<file path="src/rtl/adc_rd_pkg.sv">
package adc_rd_pkg;

  localparam int DATA_W = 24;
  localparam int WORD_W = 16;
  localparam int BYTE_W = DATA_W - WORD_W;
  localparam int OSR_W  = 2;

  typedef enum logic [OSR_W-1:0] {
    OSR_32  = 2'd0,
    OSR_64  = 2'd1,
    OSR_128 = 2'd2,
    OSR_256 = 2'd3
  } osr_e;

  typedef enum logic {
    SEL_WORD = 1'b0,
    SEL_BYTE = 1'b1
  } rsel_e;

  // number of meaningful result bits for a ratio code
  function automatic int unsigned res_width(logic [OSR_W-1:0] osr);
    case (osr)
      OSR_32:  return 16;
      OSR_64:  return 19;
      OSR_128: return 22;
      default: return 24;
    endcase
  endfunction

  // left-justify a right-aligned filter result inside DATA_W bits
  function automatic logic [DATA_W-1:0] align_result(logic [DATA_W-1:0] raw,
                                                     logic [OSR_W-1:0]  osr);
    logic [4:0] shamt;
    shamt = 5'(DATA_W - int'(res_width(osr)));
    return raw << shamt;
  endfunction

endpackage

</file>
<file path="src/rtl/adc_rd_capture.sv">
module adc_rd_capture
  import adc_rd_pkg::*;
#(
  parameter int DW = DATA_W
) (
  input  logic             clk,
  input  logic             rst_n,
  input  logic             cap_evt,
  input  logic [DW-1:0]    raw,
  input  logic [OSR_W-1:0] osr,
  output logic [DW-1:0]    hold_q,
  output logic [OSR_W-1:0] osr_q
);

  logic [DW-1:0] aligned;

  always_comb aligned = align_result(raw, osr);

  always_ff @(posedge clk or negedge rst_n) begin
    if (!rst_n) begin
      hold_q <= '1;
      osr_q  <= OSR_256;
    end else if (cap_evt) begin
      hold_q <= aligned;
      osr_q  <= osr;
    end
  end

endmodule

</file>
<file path="src/rtl/adc_rd_flag.sv">
module adc_rd_flag (
  input  logic clk,
  input  logic rst_n,
  input  logic cap_evt,
  input  logic clr_evt,
  output logic full_q
);

  logic full_d;

  // a capture wins over a clearing read in the same cycle
  always_comb begin
    full_d = full_q;
    if (cap_evt)      full_d = 1'b1;
    else if (clr_evt) full_d = 1'b0;
  end

  always_ff @(posedge clk or negedge rst_n) begin
    if (!rst_n) full_q <= 1'b0;
    else        full_q <= full_d;
  end

endmodule

</file>
<file path="src/rtl/adc_rd_mux.sv">
module adc_rd_mux
  import adc_rd_pkg::*;
#(
  parameter int DW = DATA_W,
  parameter int WW = WORD_W
) (
  input  logic          rd_en,
  input  logic          rd_sel,
  input  logic          chan_en,
  input  logic          full,
  input  logic [DW-1:0] hold,
  output logic [WW-1:0] rd_data
);

  localparam int BW = DW - WW;

  logic [WW-1:0] word_v;
  logic [WW-1:0] byte_v;
  logic          blank;

  always_comb begin
    word_v = hold[DW-1 -: WW];
    byte_v = {{(WW-BW){1'b0}}, hold[BW-1:0]};
    blank  = !chan_en && !full;
  end

  always_comb begin
    if (!rd_en)
      rd_data = '0;
    else if (blank)
      rd_data = (rd_sel == SEL_WORD) ? {WW{1'b1}} : {{(WW-BW){1'b0}}, {BW{1'b1}}};
    else
      rd_data = (rd_sel == SEL_WORD) ? word_v : byte_v;
  end

endmodule

</file>
<file path="src/rtl/adc_result_port.sv">
module adc_result_port
  import adc_rd_pkg::*;
#(
  parameter int DW = DATA_W,
  parameter int WW = WORD_W
) (
  input  logic             clk,
  input  logic             rst_n,
  input  logic             chan_en,
  input  logic [OSR_W-1:0] osr_sel,
  input  logic             smp_valid,
  input  logic [DW-1:0]    smp_data,
  input  logic             rd_en,
  input  logic             rd_sel,
  input  logic             wr_en,
  output logic [WW-1:0]    rd_data,
  output logic             full_flag
);

  // named internal events
  logic             cap_evt;
  logic             clr_evt;
  logic [DW-1:0]    hold_q;
  logic [OSR_W-1:0] osr_q;

  assign cap_evt = smp_valid && chan_en;
  assign clr_evt = rd_en && (rd_sel == SEL_WORD) && !wr_en;

  adc_rd_capture #(.DW(DW)) u_cap (
    .clk    (clk),
    .rst_n  (rst_n),
    .cap_evt(cap_evt),
    .raw    (smp_data),
    .osr    (osr_sel),
    .hold_q (hold_q),
    .osr_q  (osr_q)
  );

  adc_rd_flag u_flag (
    .clk    (clk),
    .rst_n  (rst_n),
    .cap_evt(cap_evt),
    .clr_evt(clr_evt),
    .full_q (full_flag)
  );

  adc_rd_mux #(.DW(DW), .WW(WW)) u_mux (
    .rd_en  (rd_en),
    .rd_sel (rd_sel),
    .chan_en(chan_en),
    .full   (full_flag),
    .hold   (hold_q),
    .rd_data(rd_data)
  );

endmodule

</file>
<file path="config.mk">
export PLATFORM = sky130hd
export DESIGN_NAME = adc_result_port
export DESIGN_NICKNAME = d
export VERILOG_FILES = /design/src/rtl/adc_rd_pkg.sv /design/src/rtl/adc_rd_capture.sv /design/src/rtl/adc_rd_flag.sv /design/src/rtl/adc_rd_mux.sv /design/src/rtl/adc_result_port.sv
export SDC_FILE = /design/constraint.sdc
export NUM_CORES = 1
export LEC_CHECK = 0
export ABC_AREA = 1
export BUFFER_PORTS_ARGS = -buffer_cell sky130_fd_sc_hd__clkbuf_2
export CAP_MARGIN = 5
export CORE_MARGIN = 1
export CORE_UTILIZATION = 55
export CTS_CLUSTER_SIZE = 40
export DETAILED_ROUTE_END_ITERATION = 16
export GPL_TIMING_DRIVEN = 0
export PLACE_DENSITY = 0.89
export SLEW_MARGIN = 25
export SYNTH_ARGS = -nofsm -noshare
export SYNTH_HDL_FRONTEND = slang
export SYNTH_SLANG_ARGS = --single-unit
export TNS_END_PERCENT = 1
</file>
<file path="constraint.sdc">
create_clock -name clk -period 4.95 [get_ports clk]
set_clock_uncertainty 0.1 [all_clocks]
set_input_delay 1.485 -clock clk [delete_from_list [all_inputs] [get_ports clk]]
set_output_delay 1.485 -clock clk [all_outputs]
set_load 0.01 [all_outputs]
</file>
==> results of run 1 <==
==> final timing paths <==
check	start	endpoint	slack, ns	cells past startpoint
max	chan_en	rd_data[9]	0.56	6
min	u_cap.hold_q[3]$_DFFE_PN1P_	u_cap.hold_q[3]$_DFFE_PN1P_	0.38	2
max reg2reg	u_cap.hold_q[9]$_DFFE_PN1P_	u_cap.hold_q[9]$_DFFE_PN1P_	3.94	3
min reg2reg	u_cap.hold_q[3]$_DFFE_PN1P_	u_cap.hold_q[3]$_DFFE_PN1P_	0.38	2
max in group asynchronous	rst_n	u_flag.full_q$_DFFE_PN0P_	3.31	1
min in group asynchronous	rst_n	u_flag.full_q$_DFFE_PN0P_	1.05	1
==> metal layers <==
layer | vias up | wire length [µm] | track usage | part of all wire
met3 | 11 | 421 | 0.0349 | 0.081
li1 | 1014 | - | - | -
met1 | 933 | 2210 | 0.443 | 0.43
met5 | - | 0 | 0 | 0
met2 | 115 | 2430 | 0.547 | 0.47
met4 | 0 | 119 | 0.126 | 0.023
==> cell usage in the layout (no fill, tap or decap), drive strengths merged <==
| cell | instances |
|---|---|
| or2 | 4 |
| o211ai | 6 |
| dfstp | 24 |
| a22oi | 1 |
| o21ai | 27 |
| a41oi | 1 |
| a21o | 2 |
| clkbuf | 56 |
| mux2 | 3 |
| nor2 | 29 |
| inv | 38 |
| nand3b | 1 |
| o22ai | 3 |
| buf | 6 |
| nand3 | 18 |
| dfrtp | 1 |
| nand2 | 106 |
| nand4 | 4 |
| a21oi | 8 |
==> power by group <==
part	switching, mW	leakage [nW]	internal [mW]
logic	0.102	0.884	0.0639
clock network	0.0632	0.0150	0.0316
registers	0.0140	0.262	0.256
==> cell type report <==
class	instances	area, µm²
multi-input combinational	213	968
fill	319	963
sequential	25	656
timing repair buffer	47	235
inverter	38	145
tap	44	55.1
buffer	11	53.8
clock buffer	4	26.3
==> registers in the layout, indices dropped and copies added (netlist names) <==
register       cells
u_cap.hold_q      24
u_flag.full_q      1
==> worst reg2reg max path, stage by stage, from the launching register on <==
cell	delay, ns
dfstp_2	0.54
inv_1	0.05
o22ai_1	0.17
a21o_1	0.11
==> cells by family (layout without fill, tap and decap cells) <==
kind of cell / Yosys count / after routing
AOI/OAI and AO/OA: 48 / 48
DFF: 25 / 25
buffers and inverters: 49 / 100
muxes: 3 / 3
and+or+nand+nor: 162 / 162
==> results, run 1 <==
- From left edge to right edge, the die measures 59.6 µm.
- Of the total synthesized cell area, the portion taken by full adders, half adders and majority gates is 0.
- The final non-filler cell area is 2140 µm².
- Counting along the longest clock path gives a buffer depth of 2.
- The post-route fraction of the period consumed by the critical path is 0.888.
- For this design the top-level I/O count stands at 50.
- The cell count after synthesis came out at 287.
- In the synthesized netlist the async set-or-reset flop fraction comes to 1.00.
- The tightest hold path in the finished design has a slack of 0.385 ns.
- The multiplexer share of the synthesized area is 0.0185.
- The via count of the first global-routing pass came to around 1900.
- Before CTS, the worst setup slack after placement is 0.520 ns.
- The tightest min-delay check is of the flop to flop type.
- The flow ran to the end, and the final reports show no timing, DRC or antenna violations.
- The CTS H-tree depth is 1.
- Of the cells placed in the final design, the portion with a size suffix greater than 1 is 0.275.
- In this run the power density over the cells is 248 nW/µm².
- The net count of the mapped netlist is 320.
- The number of different library cells in the post-synthesis netlist is 27.
- The post-synthesis average cell area is around 6.4 µm².
- The post-detailed-route wirelength per cell is 13.6 µm.
- Of the post-synthesis cell area, the dominant cell type holds 0.346.
- In this run, post-CTS hold repair placed 0 buffers.
- The clock latency on the worst-skew pair is 0.33 ns.
- The post-detailed-route count of antenna-violating nets is 0.
- The combined global-route utilization of all metal layers is 0.330.
- STA classifies the critical path startpoint as a primary input.
- The maximum number of pins on one net before global-route repair is 26.
- Once the clock tree was built, the setup fixing pass inserted 0 buffers.
- Setup repair after global routing left no endpoint under its margin.
- By area the synthesized netlist is led by dfstp_2, nand2_1, o21ai_0.
- The Yosys step of the flow raised 0 warnings.
- The number of max-cap violations is 0.
- The count of buffers added on input and output ports is 47.
- The first global-routing pass estimated 8.59 mm of wire.
- STA puts the critical path data required time at between 3 and 4 ns.
- The count of flip-flops with a built-in enable after synthesis is 0.
- The critical path class is primary input to primary output.
- The total area inside the core boundary comes to 3100 µm².
- The hold violation count in the final report is 0.
- The wire-length estimate of the detail-placed layout is 3.94 mm.
- Clock tree synthesis selected as its root buffer the cell clkbuf_4.
- The maximum net fanout on the critical path is 10.
- Counting instances in the post-synthesis netlist gives the leading cell types as nand2_1, inv_1, nor2_1, o21ai_0, dfstp_2.
- The routability-driven placement congestion ratio is 0.937.
- Overall power consumption after layout is estimated at 0.531 mW.
- The slowest stage of the critical path belongs to the cell clkbuf_1.
- dfstp_2 takes more of the synthesized area than any other cell.
- Together, buffers and inverters on the worst path number 4.
- The number of pins with negative max-slew slack in the final report is 0.
- Including well taps, the total number of placed cells is 378.
- Measured against its own limit, the worst slew margin works out to 0.587.
- The remaining design rule violation count is 0.
- The mapped cell area is 1820 µm².
- The cell with the most instances after synthesis is nand2_1.
- The floorplan step defined a die boundary enclosing 3550 µm².
- The CTS buffer count is 3.
- In this run the core area contains 20 standard-cell rows.
- After layout, the worst setup slack is 0.557 ns.
- The simple logic cell fraction of the synthesized area is 0.364.
- Once placement finished, the instance area stood at 2110 µm².
- The minimum clock period is 4.39 ns.
- The top flip-flop cell by instance count after synthesis is dfstp_2.
- The most prevalent standard cell on the critical path is clkbuf_2.
- The worst IR drop on VDD is 0.000172 V.
- Once the clock tree was built, the resizer swapped 0 gates to a different size.
- In this run, the number of DRC markers left after iteration 0 of detailed routing was roughly 150.
- The sum of negative setup slack is 0 ns.
- The signal on the critical path passes through clkbuf_2 -> nor2_1 -> clkbuf_1 -> inv_1 -> a21oi_1 -> clkbuf_2.
- The clock tree from TritonCTS is yes.
- The per-cell via count in the routed design is 5.43.
- For the pin with the worst max-slew slack, the measured transition is 0.620 ns.
- CTS saw 25 sinks.
- The fraction of the mapped netlist area in compound gates is 0.148.
- Counting flops and latches in the post-synthesis netlist gives 25.
- The maximum frequency from static timing analysis is 0.228 GHz.
- For this design the static power due to leakage is 1.16 nW.
- The final setup violation count is 0.
- The sequential cell area fraction in the yosys report is 0.360.
- The number of antenna violations at the first check in global routing was 0.
- The first-pass detailed-route iteration total is 5.
- From synthesis to final layout, the design area changed by 17.4%.
- At the end of the flow, the number of nets in the layout was 372.
- The xor/xnor cell area share of the yosys netlist is 0.
- For this block, the routed nets add up to 5.18 mm of wire.
- The critical path arrival is roughly 2.8 ns.
- Global routing finished with a remaining overflow of 0.
- Clock-pin slew was measured on the worst setup and hold paths at 0.14 ns.
- Once layout is complete, the cells apart from fillers number 382.
- The dominant combinational cell family by area after synthesis is simple AND/OR/NAND/NOR gates.
- For this configuration, the core starts out at a cell density of 0.587.
- In this run the vertical extent of the chip is 59.6 µm.
- The count of inserted antenna diode cells is 0.
- In this design, the stage delay of the slowest critical-path cell is around 0.49 ns.
- The family of cells with the greatest summed delay on the critical path is buffers and inverters.
- The nature of the critical path endpoint is a primary output.
- The end-of-flow core utilization is 0.690.
- Detailed routing inserted a total of between 2000 and 2500 vias.
Note: power is estimated with default switching activity, not from simulation.
==> run 2: changes to the inputs <==
Settings changed: RECOVER_POWER from default to 50.
==> results, run 2 (same netlist as run 1, synthesis figures left out) <==
- The run finished with clean final reports.
- The per-cell via count in the routed design is 5.47.
- For the pin with the worst max-slew slack, the measured transition is approximately 1.3 ns.
- In this run the count of I/O pins placed on the die edge is 50.
- The worst hold slack is just under 0.4 ns.
- The final route contains ~2100 vias.
- The tightest min-delay check is of the flop to flop type.
- In this run the power density over the cells is 249 nW/µm².
- The worst IR drop on VDD is 0.000172 V.
- STA puts the critical path data arrival time at 2.81 ns.
- At the end of routability-driven placement, the weighted congestion stood at 0.937.
- In the final layout, the registers with the most flip-flops are u_cap.hold_q (24), u_flag.full_q (1).
- The initial utilization of the core area, before any placement, comes to 0.587.
- The number of max-cap violations is 0.
- CTS built an H-tree with a depth of 1.
- The die covers approximately 3500 µm².
- Adding up every negative setup slack in the final design gives 0 ns.
- The number of antenna violations at the first check in global routing is 0.
- The routed design has 5.21 mm of wire.
- The first-pass GRT wire length is roughly 8.6 mm.
- The number of setup buffers added after CTS is 0.
- The relative area change from synthesis to final layout is 16.7%.
- The number of flip-flops in the largest register is 24.
- For this run, the post-layout net count is 372.
- The pre-antenna-repair detailed-routing pass consisted of 5 iterations.
- The combined global-route utilization of all metal layers is 0.330.
- The hold buffer count at cts is 0.
- The die is 59.6 µm tall.
- The maximum number of pins on one net before global-route repair is 26.
- The most common cell after layout, fill and taps aside is nand2_1.
- In this run the tightest slew margin relative to its limit is 0.127.
- Setup violations remaining at the end of the flow were counted as 0.
- Static timing analysis puts the maximum clock frequency at 0.227 GHz.
- The final global-route overflow total is 0.
- The required time at the endpoint of the critical path is approximately 3.4 ns.
- By startpoint and endpoint, the worst setup path is classified as primary input to primary output.
- The nature of the critical path endpoint is a primary output.
- The HPWL reported at the end of detailed placement is 3.94 mm.
- The cell count after placement is 378.
- The number of placement rows is 20.
- The cell depth of the worst hold path is 2.
- The hold violation count in the final report is 0.
- Leaving out filler cells and counting taps, the final layout contains 382.
- The via count of the first global-routing pass is approximately 1900.
- Clock-pin slew was measured on the worst setup and hold paths at approximately 0.14 ns.
- The master cell of the clock root buffer is clkbuf_4.
- The register bank with the most flops is u_cap.hold_q.
- The area of the core is ~3100 µm².
- Buffers placed on the I/O ports in this run total 47.
- The later pin in the worst-skew pair is clocked with a latency of roughly 0.33 ns.
- The reg2reg setup slack is 3.93 ns.
- The repair_antennas step left the layout with diodes totalling 0.
- The minimum clock period is 4.40 ns.
- The maximum net fanout on the critical path is 10.
- The remaining design rule violation count is 0.
- Of the available clock period, the critical path in the final layout requires 0.889.
- The count of routing violations after the opening detailed-route iteration is 139.
- The number of pins with negative max-slew slack in the final report is 0.
- The post-detailed-route wirelength per cell is 13.6 µm.
- The number of cell instances on the worst register-to-register path is 4.
- For this design the static power due to leakage is 1.15 nW.
- The TritonCTS sink count is 25.
- Setup repair after global routing left no endpoint under its margin.
- In this run the remaining antenna-violating nets after routing total 0.
- STA classifies the critical path startpoint as a primary input.
- TritonCTS created 3 clock buffers.
- The share of final-layout standard cells stronger than drive strength 1 is 0.260.
- Post-CTS repair changed the size of 0 cells.
- TritonCTS built the clock tree.
- In the layout the commonest cells are nand2_1, clkbuf_2, inv_1.
- Measured along the x axis, the die boundary spans 59.6 µm.
- The largest buffer count on any clock path is 2.
-- run 2: critical path, cell delays in order --
cell and delay (ns):
clkbuf_2 0.09, nor2_1 0.32, clkbuf_1 0.49, inv_1 0.13, a21oi_1 0.14, clkbuf_2 0.15
-- run 2: final timing paths --
kind                                               from                      endpoint
max                                             chan_en                   rd_data[12]
min reg2reg                 u_cap.hold_q[5]$_DFFE_PN1P_   u_cap.hold_q[5]$_DFFE_PN1P_
min in group asynchronous                         rst_n     u_flag.full_q$_DFFE_PN0P_
max in group asynchronous                         rst_n     u_flag.full_q$_DFFE_PN0P_
min                         u_cap.hold_q[5]$_DFFE_PN1P_   u_cap.hold_q[5]$_DFFE_PN1P_
max reg2reg                u_cap.hold_q[20]$_DFFE_PN1P_  u_cap.hold_q[20]$_DFFE_PN1P_
-- run 2: where the power goes --
| part | total, mW | internal (mW) | switching [mW] |
|---|---|---|---|
| clock | 0.0953 | 0.0316 | 0.0637 |
| sequential | 0.270 | 0.256 | 0.0139 |
| combinational | 0.165 | 0.0630 | 0.102 |
-- run 2: per-stage QoR --
stage | cell area, µm² | total power [mW] | utilization | setup WS, ns
6_report | 2130 | 0.530 | 0.685 | 0.551
2_1_floorplan | 1820 | 0.376 | - | 1.12
4_1_cts | 2140 | 0.529 | 0.690 | 0.527
5_1_grt | 2130 | 0.563 | 0.685 | 0.404
3_5_place_dp | 2110 | 0.438 | 0.681 | 0.520
3_3_place_gp | 2110 | 0.432 | 0.681 | 0.563
-- run 2: per-layer routing --
layer	global-route usage	up-vias	wire, µm
li1	-	1014	-
met5	0	-	0
met2	0.547	106	2460
met4	0.126	0	116
met3	0.0349	11	401
met1	0.443	957	2230
-- run 2: final cells by class --
cell class,count,area (µm²)
Tap cell,44,55.1
Fill cell,326,976
Inverter,38,144
Clock buffer,4,26.3
Multi-Input combinational cell,213,963
Sequential cell,25,656
Buffer,11,48.8
Timing Repair Buffer,47,234
==> run 3: changes to the inputs <==
Settings changed: BUFFER_PORTS_ARGS -buffer_cell sky130_fd_sc_hd__clkbuf_2 to default, DONT_BUFFER_PORTS from default to 1, PLACE_DENSITY 0.89 to 0.76.
==> results, run 3 (same netlist as run 1, synthesis figures left out) <==
- In the layout the commonest cells are nand2_1, inv_1, nor2_1.
- The finished layout holds 335 standard cells, fillers aside.
- The minimum clock period is 4.17 ns.
- Post-CTS timing repair inserted 0 buffers for setup.
- In this run the horizontal extent of the chip is 59.6 µm.
- The CTS buffer count is 3.
- The die area is 3550 µm².
- The clock passes through at most 2 buffers.
- At the pin with the least slew margin, the transition time is ~0.54 ns.
- The via count of the first global-routing pass was 1612.
- The starting density of the core is 0.587.
- Setup repair after global routing left no endpoint under its margin.
- For this run, the slowest stage of the critical path takes 0.45 ns.
- The number of placement rows is 20.
- The HPWL reported at the end of detailed placement is around 3.7 mm.
- Leaving out fill and tap cells, the most frequent cell in the layout is nand2_1.
- Clock latency on the worst-skew pair, taken at its later pin, is 0.35 ns.
- The critical hold path startpoint is u_cap.hold_q[5]$_DFFE_PN1P_.
- The count of boundary I/O pins is 50.
- The sum of negative setup slack is 0 ns.
- The hold buffer count at cts is 0.
- The nature of the critical path endpoint is a primary output.
- The number of max-cap violations is 0.
- The cell type of the slowest stage on the worst timing path is clkbuf_1.
- The required time at the endpoint of the critical path is 3.37 ns.
- The setup check on the worst reg-to-reg path leaves a slack of 3.90 ns.
- The hold violation count in the final report is 0.
- For this run, the total global-route usage over all layers was measured as 0.296.
- In this run the critical register-to-register path is launched from u_cap.hold_q[20]$_DFFE_PN1P_.
- The critical path class is primary input to primary output.
- The run finished with clean final reports.
- For hold timing, the worst endpoint is u_cap.hold_q[5]$_DFFE_PN1P_.
- For this run, design rule violations remaining after detail routing come to 0.
- Timing would allow up to 0.240 GHz.
- The per-cell via count in the routed design is 5.51.
- The tree built by TritonCTS fans out to 25 sinks.
- The final setup violation count is 0.
- The tree is rooted in a clkbuf_4.
- For the worst setup path, the data arrival time is 2.58 ns.
- The net count of the finished layout is roughly 330.
- The register bank with the most flops is u_cap.hold_q.
- The placed instances occupy a cell area of 1880 µm².
- The cell count after placement is between 300 and 400.
- Setup slack on the critical path of the routed design comes to 0.782 ns.
- The type of the tightest min-delay check is flop to flop.
- The routability-driven placement congestion ratio is 0.949.
- Dividing the final minimum period by the clock period gives 0.842.
- At the placement stage, the worst setup path has a slack of 0.783 ns.
- The worst register-to-register path ends at u_cap.hold_q[20]$_DFFE_PN1P_.
- Summing over every cut layer, the via total after detailed routing is about 1800.
- The final non-filler cell area is 1900 µm².
- The cell depth of the worst hold path is 2.
- The worst IR drop on VDD is about 0.00018 V.
- Summed over all layers, the routed wires come to 4.93 mm.
- Counting both buffers and inverters, the worst setup path holds a total of 2.
- The maximum net fanout on the critical path is 10.
- In the final layout, the registers with the most flip-flops are u_cap.hold_q (24), u_flag.full_q (1).
- Dividing the detail-routed wire length by the instance count gives 14.7 µm.
- The power density of the placed cells is 267 nW/µm².
- The number of pins with negative max-slew slack in the final report came to 0.
- The design draws 0.506 mW.
- The area of the core is about 3100 µm².
- Measured in cells, the most critical reg-to-reg path has a length of 4.
- For this design the static power due to leakage is 0.953 nW.
- The critical path launch point type is a primary input.
- The count of inserted antenna diode cells is 0.
- The number of antenna violations at the first check in global routing is 0.
- The clock-pin slew reported for the worst setup and hold paths after clock tree synthesis is 0.15 ns.
- In this run the remaining antenna-violating nets after routing total 0.
- The worst pin sits at a relative slew slack of 0.640.
- In this run the tool buffered the top-level ports with 0 buffer cells.
- In this run the number of H-tree levels came out at 1.
- The relative area change from synthesis to final layout is 4.12%.
- For this run the aggregate overflow at the end of global routing stands at 0.
- The first-pass detailed-route iteration total is 5.
- The number of flip-flops in the largest register is 24.
- The first global-routing pass estimated 7.80 mm of wire.
- The maximum number of pins on one net before global-route repair is 26.
- The quantity of gates resized following cts is 0.
- Grouping stages by cell kind, the critical path spends the most delay in buffers and inverters.
- The signal on the critical path passes through nor2_1 -> clkbuf_1 -> inv_1 -> a21oi_1.
- The die outline height is around 60 µm.
- The first routing iteration left 164 violations.
- The share of final-layout standard cells stronger than drive strength 1 is 0.148.
- TritonCTS built the clock tree.
-- run 3: cell count changes in the layout (fill, tap and decap cells not counted) --
| cell | previous run | this run |
|---|---|---|
| clkbuf_1 | 9 | 7 |
| inv_4 | 0 | 1 |
| clkinvlp_2 | 1 | 0 |
| clkbuf_2 | 46 | 0 |
| clkinvlp_4 | 0 | 1 |
-- run 3: metrics by stage --
stage	hold WS, ns	utilization
2_1_floorplan	0.346	-
3_3_place_gp	0.355	0.605
3_5_place_dp	0.360	0.605
4_1_cts	0.381	0.615
5_1_grt	0.399	0.612
6_report	0.381	0.612
-- run 3: worst register-to-register path, cell delays in order, from the launching register on --
cell	delay (ns)
dfstp_2	0.55
inv_1	0.06
o22ai_1	0.16
nor2_1	0.06
o21ai_1	0.07
-- run 3: report_power, final --
group	internal, mW	switching, mW
sequential	0.256	0.0143
clock	0.0312	0.0736
combinational	0.0469	0.0845
total	0.334	0.172
-- run 3: per-layer routing --
layer	track usage	vias to the layer above	wire length (µm)
li1	-	916	-
met1	0.436	812	2160
met2	0.443	112	2160
met3	0.0786	7	562
met4	0.0465	0	42
met5	0	-	0
-- run 3: final cells by class --
cell class / instances / area (µm²)
Clock inverter: 1 / 7.51
Inverter: 38 / 145
Multi-Input combinational cell: 213 / 963
Fill cell: 332 / 1200
Sequential cell: 25 / 656
Buffer: 11 / 48.8
Tap cell: 44 / 55.1
Clock buffer: 3 / 22.5
-- run 3: how the worst max path moves through the flow --
stage                     cells past startpoint  slack, ns    start           to
after floorplan                               4       1.12  chan_en  rd_data[12]
after global placement                        4       0.79  chan_en  rd_data[12]
after detailed placement                      4       0.78  chan_en   rd_data[9]
after CTS                                     4       0.78  chan_en   rd_data[9]
after global routing                          4       0.63  chan_en  rd_data[12]
final                                         4       0.78  chan_en   rd_data[9]
